$ cat src/rtl/mbrf_pkg.sv
package mbrf_pkg;

  typedef enum logic [2:0] {
    BK_USR = 3'd0,
    BK_FIQ = 3'd1,
    BK_IRQ = 3'd2,
    BK_SVC = 3'd3,
    BK_ABT = 3'd4,
    BK_UND = 3'd5
  } bank_e;

  localparam int unsigned NUM_BANKS = 6;
  localparam logic [31:0] PSR_KEEP  = 32'hF000_00DF;
  localparam logic [31:0] PSR_RESET = 32'h0000_00D3;
  localparam int unsigned PSR_I_BIT = 7;
  localparam int unsigned PSR_F_BIT = 6;

  function automatic bank_e mode_bank(input logic [4:0] m);
    case (m)
      5'b00001, 5'b10001: mode_bank = BK_FIQ;
      5'b00010, 5'b10010: mode_bank = BK_IRQ;
      5'b00011, 5'b10011: mode_bank = BK_SVC;
      5'b10111:           mode_bank = BK_ABT;
      5'b11011:           mode_bank = BK_UND;
      default:            mode_bank = BK_USR;
    endcase
  endfunction

endpackage

$ cat src/rtl/mbrf_bank_map.sv
module mbrf_bank_map
  import mbrf_pkg::*;
#(
  parameter int IDX_W    = 4,
  parameter int SHARED_N = 8,
  parameter int UPPER_N  = 5,
  parameter int PHYS_W   = 5
) (
  input  bank_e              bank,
  input  logic [IDX_W-1:0]   idx,
  output logic [PHYS_W-1:0]  phys
);
  localparam int FIQ_BASE  = SHARED_N + UPPER_N;
  localparam int PAIR_BASE = FIQ_BASE + UPPER_N;
  localparam int PAIR_IDX  = SHARED_N + UPPER_N;

  always_comb begin
    int i;
    i = int'(idx);
    if (i < SHARED_N)
      phys = PHYS_W'(i);
    else if (i < PAIR_IDX)
      phys = (bank == BK_FIQ) ? PHYS_W'(FIQ_BASE + i - SHARED_N) : PHYS_W'(i);
    else if (i < PAIR_IDX + 2)
      phys = PHYS_W'(PAIR_BASE + 2 * int'(bank) + i - PAIR_IDX);
    else
      phys = '0;
  end
endmodule

$ cat src/rtl/mbrf_gpr_store.sv
module mbrf_gpr_store #(
  parameter int DATA_W = 32,
  parameter int DEPTH  = 30,
  parameter int ADDR_W = $clog2(DEPTH)
) (
  input  logic              clk,
  input  logic              rst,
  input  logic              we,
  input  logic [ADDR_W-1:0] wa,
  input  logic [DATA_W-1:0] wd,
  input  logic [ADDR_W-1:0] ra,
  input  logic [ADDR_W-1:0] rb,
  output logic [DATA_W-1:0] qa,
  output logic [DATA_W-1:0] qb
);
  logic [DATA_W-1:0] mem [DEPTH];

  always_ff @(posedge clk) begin
    if (we) mem[wa] <= wd;
  end

  always_ff @(posedge clk) begin
    if (rst) begin
      qa <= '0;
      qb <= '0;
    end else begin
      qa <= mem[ra];
      qb <= mem[rb];
    end
  end
endmodule

$ cat src/rtl/mbrf_psr_unit.sv
module mbrf_psr_unit
  import mbrf_pkg::*;
(
  input  logic        clk,
  input  logic        rst,
  input  logic        exc_take,
  input  logic [4:0]  exc_mode,
  input  logic        ret_take,
  input  logic [31:0] ret_data,
  input  logic        psr_wr_en,
  input  logic        psr_wr_saved,
  input  logic [31:0] psr_wr_data,
  output logic [31:0] cpsr,
  output logic [31:0] spsr_view,
  output bank_e       cur_bank,
  output logic        mode26
);
  logic [31:0] spsr [NUM_BANKS];
  bank_e       tgt_bank;
  logic        exc_ok;

  assign cur_bank  = mode_bank(cpsr[4:0]);
  assign tgt_bank  = mode_bank(exc_mode);
  assign exc_ok    = exc_take && (tgt_bank != BK_USR);
  assign mode26    = ~cpsr[4];
  assign spsr_view = (cur_bank == BK_USR) ? cpsr : spsr[cur_bank];

  always_ff @(posedge clk) begin
    if (rst) begin
      cpsr <= PSR_RESET;
      for (int b = 0; b < NUM_BANKS; b++) spsr[b] <= '0;
    end else if (exc_ok) begin
      spsr[tgt_bank]   <= cpsr;
      cpsr[4:0]        <= exc_mode;
      cpsr[PSR_I_BIT]  <= 1'b1;
      if (tgt_bank == BK_FIQ) cpsr[PSR_F_BIT] <= 1'b1;
    end else if (ret_take && !exc_take) begin
      if (mode26)
        cpsr <= {ret_data[31:28], 20'b0, ret_data[27], ret_data[26], 1'b0, 3'b000, ret_data[1:0]};
      else
        cpsr <= spsr_view;
    end else if (psr_wr_en) begin
      if (!psr_wr_saved)
        cpsr <= psr_wr_data & PSR_KEEP;
      else if (cur_bank != BK_USR)
        spsr[cur_bank] <= psr_wr_data & PSR_KEEP;
    end
  end

  AST_ENTRY_SAVES_STATUS: assert property (@(posedge clk) disable iff (rst)
    exc_ok |=> spsr_view == $past(cpsr)) else $error("entry save");

  AST_ENTRY_MODE_MASK: assert property (@(posedge clk) disable iff (rst)
    exc_ok |=> (cpsr[4:0] == $past(exc_mode)) && cpsr[PSR_I_BIT]) else $error("entry mode");

  AST_FIQ_ENTRY_F: assert property (@(posedge clk) disable iff (rst)
    (exc_ok && tgt_bank == BK_FIQ) |=> cpsr[PSR_F_BIT]) else $error("fiq F");

  AST_RET32_RESTORE: assert property (@(posedge clk) disable iff (rst)
    (ret_take && !exc_take && !mode26) |=> cpsr == $past(spsr_view)) else $error("ret32");

  AST_USER_NO_SAVED_WRITE: assert property (@(posedge clk) disable iff (rst)
    (psr_wr_en && psr_wr_saved && !exc_take && !ret_take && cur_bank == BK_USR) |=> $stable(cpsr))
    else $error("user saved write");
endmodule

$ cat src/rtl/mode_banked_regfile.sv
module mode_banked_regfile
  import mbrf_pkg::*;
#(
  parameter int DATA_W   = 32,
  parameter int IDX_W    = 4,
  parameter int SHARED_N = 8,
  parameter int UPPER_N  = 5
) (
  input  logic              clk,
  input  logic              rst,
  input  logic [IDX_W-1:0]  rd_a_idx,
  output logic [DATA_W-1:0] rd_a_data,
  input  logic [IDX_W-1:0]  rd_b_idx,
  output logic [DATA_W-1:0] rd_b_data,
  input  logic              usr_bank,
  input  logic              wr_en,
  input  logic [IDX_W-1:0]  wr_idx,
  input  logic [DATA_W-1:0] wr_data,
  input  logic              exc_take,
  input  logic [4:0]        exc_mode,
  input  logic              ret_take,
  input  logic [DATA_W-1:0] ret_data,
  input  logic              psr_wr_en,
  input  logic              psr_wr_saved,
  input  logic [DATA_W-1:0] psr_wr_data,
  output logic [DATA_W-1:0] cpsr_o,
  output logic [DATA_W-1:0] spsr_o
);
  localparam int DEPTH   = SHARED_N + 2 * UPPER_N + 2 * NUM_BANKS;
  localparam int PHYS_W  = $clog2(DEPTH);
  localparam int NPORTS  = 3;
  localparam logic [IDX_W-1:0] PC_IDX = '1;

  logic [31:0] cpsr, spsr_view;
  bank_e       cur_bank, acc_bank;
  logic        mode26;
  logic [DATA_W-1:0] pc, r15_view, r15_q, ram_a, ram_b;
  logic        sel15_a, sel15_b;
  logic [IDX_W-1:0]  port_idx  [NPORTS];
  logic [PHYS_W-1:0] port_phys [NPORTS];
  logic        ret_eff, pc_wr;
  logic [DATA_W-1:0] pc_src;

  mbrf_psr_unit u_psr (
    .clk, .rst, .exc_take, .exc_mode, .ret_take, .ret_data,
    .psr_wr_en, .psr_wr_saved, .psr_wr_data,
    .cpsr, .spsr_view, .cur_bank, .mode26
  );

  assign acc_bank    = usr_bank ? BK_USR : cur_bank;
  assign port_idx[0] = rd_a_idx;
  assign port_idx[1] = rd_b_idx;
  assign port_idx[2] = wr_idx;

  for (genvar p = 0; p < NPORTS; p++) begin : g_map
    mbrf_bank_map #(.IDX_W(IDX_W), .SHARED_N(SHARED_N), .UPPER_N(UPPER_N), .PHYS_W(PHYS_W)) u_map (
      .bank (acc_bank),
      .idx  (port_idx[p]),
      .phys (port_phys[p])
    );
  end

  mbrf_gpr_store #(.DATA_W(DATA_W), .DEPTH(DEPTH), .ADDR_W(PHYS_W)) u_store (
    .clk, .rst,
    .we (wr_en && wr_idx != PC_IDX),
    .wa (port_phys[2]),
    .wd (wr_data),
    .ra (port_phys[0]),
    .rb (port_phys[1]),
    .qa (ram_a),
    .qb (ram_b)
  );

  assign ret_eff = ret_take && !exc_take;
  assign pc_wr   = ret_eff || (wr_en && wr_idx == PC_IDX);
  assign pc_src  = ret_eff ? ret_data : wr_data;

  always_ff @(posedge clk) begin
    if (rst)
      pc <= '0;
    else if (pc_wr) begin
      if (mode26) pc[25:2] <= pc_src[25:2];
      else        pc <= {pc_src[DATA_W-1:2], 2'b00};
    end
  end

  assign r15_view = mode26 ? {cpsr[31:28], cpsr[PSR_I_BIT], cpsr[PSR_F_BIT], pc[25:2], cpsr[1:0]} : pc;

  always_ff @(posedge clk) begin
    if (rst) begin
      sel15_a <= 1'b0;
      sel15_b <= 1'b0;
      r15_q   <= '0;
    end else begin
      sel15_a <= (rd_a_idx == PC_IDX);
      sel15_b <= (rd_b_idx == PC_IDX);
      r15_q   <= r15_view;
    end
  end

  assign rd_a_data = sel15_a ? r15_q : ram_a;
  assign rd_b_data = sel15_b ? r15_q : ram_b;
  assign cpsr_o    = cpsr;
  assign spsr_o    = spsr_view;

  AST_PC32_WRITE: assert property (@(posedge clk) disable iff (rst)
    (wr_en && wr_idx == PC_IDX && !ret_eff && !mode26) |=> pc == {$past(wr_data[DATA_W-1:2]), 2'b00})
    else $error("pc32 write");

  AST_PC26_KEEPS_UPPER: assert property (@(posedge clk) disable iff (rst)
    (pc_wr && mode26) |=> pc[DATA_W-1:26] == $past(pc[DATA_W-1:26])) else $error("pc26 upper");

  AST_PC26_WRITE_KEEPS_STATUS: assert property (@(posedge clk) disable iff (rst)
    (wr_en && wr_idx == PC_IDX && mode26 && !ret_take && !exc_take && !psr_wr_en) |=> $stable(cpsr_o))
    else $error("pc26 status");
endmodule

$ cat config.mk
export PLATFORM = sky130hd
export DESIGN_NAME = mode_banked_regfile
export DESIGN_NICKNAME = d
export VERILOG_FILES = /design/src/rtl/mbrf_pkg.sv /design/src/rtl/mbrf_bank_map.sv /design/src/rtl/mbrf_gpr_store.sv /design/src/rtl/mbrf_psr_unit.sv /design/src/rtl/mode_banked_regfile.sv
export SDC_FILE = /design/constraint.sdc
export NUM_CORES = 2
export LEC_CHECK = 0
export CAP_MARGIN = 40
export CORE_AREA = 2 2 358 360
export DETAILED_ROUTE_END_ITERATION = 6
export DIE_AREA = 0 0 360 362
export DONT_BUFFER_PORTS = 1
export PLACE_DENSITY = 0.75
export SYNTH_ARGS = -nofsm -noshare
export SYNTH_HDL_FRONTEND = slang
export SYNTH_SLANG_ARGS = --single-unit
export TNS_END_PERCENT = 5
$ cat constraint.sdc
create_clock -name clk -period 5.2 [get_ports clk]
set_input_delay 0.26 -clock clk [delete_from_list [all_inputs] [get_ports clk]]
set_output_delay 0.26 -clock clk [all_outputs]
set_load 0.05 [all_outputs]
==> results.txt <==
The post-synthesis sequential area ratio is 61.79%. The maximum number of pins on one net before global-route repair came out at 135. Setup slack closes at roughly 300 ps. Among all flip-flop cells after synthesis, the most frequent one is sky130_fd_sc_hd__edfxtp_1. The worst setup path is launched from a register. The cell count after synthesis came out at a little under 5000. The clock buffer count from CTS is approximately 140. The routed wire length came out at 196.7 mm. The residual overflow from global routing came out at 0. Ranked by instance count, the synthesized netlist is headed by sky130_fd_sc_hd__edfxtp_1 (1184), sky130_fd_sc_hd__nand2_1 (830), sky130_fd_sc_hd__mux2i_1 (251), sky130_fd_sc_hd__clkbuf_1 (250), sky130_fd_sc_hd__nor2_1 (248). The level count of the clock H-tree came out at 4. Setup violations remaining at the end of the flow were counted as 0.

The final weighted congestion in routability-driven placement is 0.8942. The worst pin sits at a relative slew slack of roughly 40%. The buffer type at the clock tree root is sky130_fd_sc_hd__clkbuf_16. Summed over all cells, the static leakage comes to ~25 nW.

The net count reported at finish came out at 4971. The count of final hold-check violations is 0. The post-detailed-route via-to-cell ratio is roughly 6.8. The top cell type by total area after synthesis is sky130_fd_sc_hd__edfxtp_1. The global-route total usage across every layer is roughly 30%.

The worst setup path is captured at a register. The mapped cell area is about 0.063 mm². The clock transition time at the flip-flop clock pins of the worst setup and hold paths came out at around 60 ps. The flow ran to the end, but the final reports show violations. Of the cells placed in the final design, the portion with a size suffix greater than 1 is between 10% and 20%. The number of nets with antenna violations after routing is 0. The combined flip-flop and latch cell area is between 0.03 and 0.04 mm². The smallest hold slack came out at 65.97 ps. The total clock sinks is between 1000 and 1500.

The die covers 0.1303 mm². Across the VDD grid, the largest voltage drop is 0.3488 mV. The count of maximum capacitance violations came out at 0.

The async set-or-reset flop fraction in the synthesized netlist is 0%. The number of global-route vias before repair came out at around 44000. The count of pins on the block boundary is ~250.

The fraction of the core area covered by cells at the end of the flow came out at a little under three fifths. The post-route setup TNS is 0 ps. In the post-synthesis netlist, the cell with the most instances is sky130_fd_sc_hd__edfxtp_1. After legalization and detailed placement, the total HPWL measured around 110 mm.

Setup repair after global routing left no endpoint under its margin. The post-synthesis area per instance came out at 13.09 µm². The final reports fail on DRC.

The final clock skew is 66.98 ps. For this run, the top clock speed supported by timing is slightly above 0.2 GHz. The instance area after placement is roughly 0.065 mm².

The floorplan step defined a core boundary enclosing between 0.1 and 0.15 mm². The die outline width came out at ~360 µm. Once the clock tree was built, the setup fixing pass inserted 0 buffers. After detailed placement, the design holds a cell count of approximately 6200.

The via count came out at ~45000. The number of different library cells used by synthesis comes to 75. After synthesis, the cell types taking the most area are sky130_fd_sc_hd__edfxtp_1 (57%), sky130_fd_sc_hd__mux4_2 (6.9%), sky130_fd_sc_hd__dfxtp_1 (5.2%), sky130_fd_sc_hd__nand2_1 (5.0%), sky130_fd_sc_hd__mux2i_1 (4.0%).

The first routing iteration left between 7000 and 8000 violations. After synthesis the netlist holds a flip-flop and latch count of approximately 1300. The insertion delay of the later-clocked pin in the worst-skew pair came out at 810 ps. The worst path uses 94.31% of the clock period. The area added between synthesis and finish came out at 13.79%. For this run, the number of Yosys warnings is 0.

In the final layout, the multi-input gates occupy 0.02248 mm². The number of buffers added to fix hold violations after cts is 106. The filler cell count came out at ~9500. Dividing the detail-routed wire length by the instance count gives between 20 and 30 µm. The count of unresolved DRC violations after routing is 12. Once layout is done, the placed cells without fillers occupy between 0.07 and 0.08 mm².

The first detailed-routing pass took 7 iterations. The path class of the tightest hold or removal check is primary input to register. The total power divided by cell area is around 390 mW/mm². In this run, synthesis inferred approximately 1200 flip-flops with an integrated enable. The portion of synthesized cell area occupied by the leading cell type is a little under three fifths.

The die height is 362 µm. The final-report max-slew violation count was 0. The required time of the critical path is approximately 5900 ps.

The starting density of the core is between 40% and 50%. The category of the critical setup timing path is register to register. The count of port buffers added during placement is 0. Post-CTS repair changed the size of 0 cells. Total power for the finished layout comes to 28.01 mW. Of all nets on the critical path, the largest fanout is 24. At the pin with the least slew margin, the transition time is between 900 and 1000 ps.

The shortest clock period the worst path allows after layout is 4904 ps. At the worst endpoint, the arrival time is 5560 ps. The post-route non-filler standard cell count came out at between 6000 and 7000. The number of antenna violations at the first check in global routing is 13. The floorplan has roughly 130 rows. The first global-routing pass estimated about 290 mm of wire. The placement-stage worst setup slack is roughly 460 ps. The number of nets handed over by synthesis was roughly 4900.

The maximum root-to-sink buffer count is 3. The CTS tree is yes.
where the power goes:
group | switching, mW | internal, mW
clock | 4.37 | 5.85
combinational | 3.67 | 1.72
sequential | 0.282 | 12.1
path summary, 6_finish.rpt:
check                         start            end  slack, ps  cells after the start
setup reg to reg  u_psr.cur_bank[0]  u_store.qa[5]        300                     13
setup / recovery  u_psr.cur_bank[0]  u_store.qa[5]        300                     13
hold reg to reg              pc[15]      r15_q[15]        470                      1
hold / removal                wr_en         pc[13]         70                      4
flip-flops by register name, indices dropped and copies added, names as in the netlist:
name,count
u_psr.cur_bank,3
u_store.mem,960
u_store.qb,32
sel15_b,1
u_psr.spsr,224
sel15_a,1
u_psr.cpsr,32
pc,30
r15_q,32
u_store.qa,32
kinds of logic (layout without fill, tap and decap cells):
kind of cell    Yosys count  count (layout)  share of synthesized area [%]
simple gates           1530            1530                          10.81
mux                     542             542                          12.66
compound gates          884             884                          10.90
flops                  1347            1347                          61.79
other cells               0               8                              0
fa+ha+maj                24              24                         0.5139
buf+inv                 462             603                          3.159
xor+xnor                 12              12                         0.1673
layout by cell type, fill, tap and decap left out, types with 126 or more instances in the layout:
cell	instances
sky130_fd_sc_hd__nand2_1	827
sky130_fd_sc_hd__nor2_1	214
sky130_fd_sc_hd__buf_4	126
sky130_fd_sc_hd__edfxtp_1	1184
sky130_fd_sc_hd__a311oi_1	210
sky130_fd_sc_hd__and3_1	220
sky130_fd_sc_hd__mux2i_1	251
sky130_fd_sc_hd__clkbuf_16	142
sky130_fd_sc_hd__a211oi_1	214
sky130_fd_sc_hd__dfxtp_1	158
sky130_fd_sc_hd__mux4_2	192
worst max-delay path, stage by stage, from the launching register on:
cell	delay, ps
sky130_fd_sc_hd__dfxtp_4	590
sky130_fd_sc_hd__nand2_1	110
sky130_fd_sc_hd__xor2_1	150
sky130_fd_sc_hd__nor2_1	250
sky130_fd_sc_hd__ha_1	300
sky130_fd_sc_hd__ha_1	310
sky130_fd_sc_hd__xor2_1	170
sky130_fd_sc_hd__a221oi_1	110
sky130_fd_sc_hd__a311oi_2	800
sky130_fd_sc_hd__nand3_2	650
sky130_fd_sc_hd__buf_4	470
sky130_fd_sc_hd__o22a_1	220
sky130_fd_sc_hd__a31o_1	210
sky130_fd_sc_hd__a222oi_1	380
final cells by class:
| cell class | count | share of cell area (%) |
|---|---|---|
| flip-flops and latches | 1347 | 54.32 |
| diodes | 8 | 0.02801 |
| multi-input cells | 2992 | 31.44 |
| inverters | 50 | 0.2626 |
| well taps | 1662 | 2.909 |
| clock inverters | 57 | 1.117 |
| clock buffers | 202 | 5.496 |
| repair buffers | 294 | 4.428 |
metal layers:
metal / track usage [%] / part of all wire [%]
met5: 0 / 0.037
met2: 47.14 / 47
met3: 6.977 / 11
met1: 36.86 / 35
met4: 17.52 / 6.3
Power figures use the tool's default switching activity.
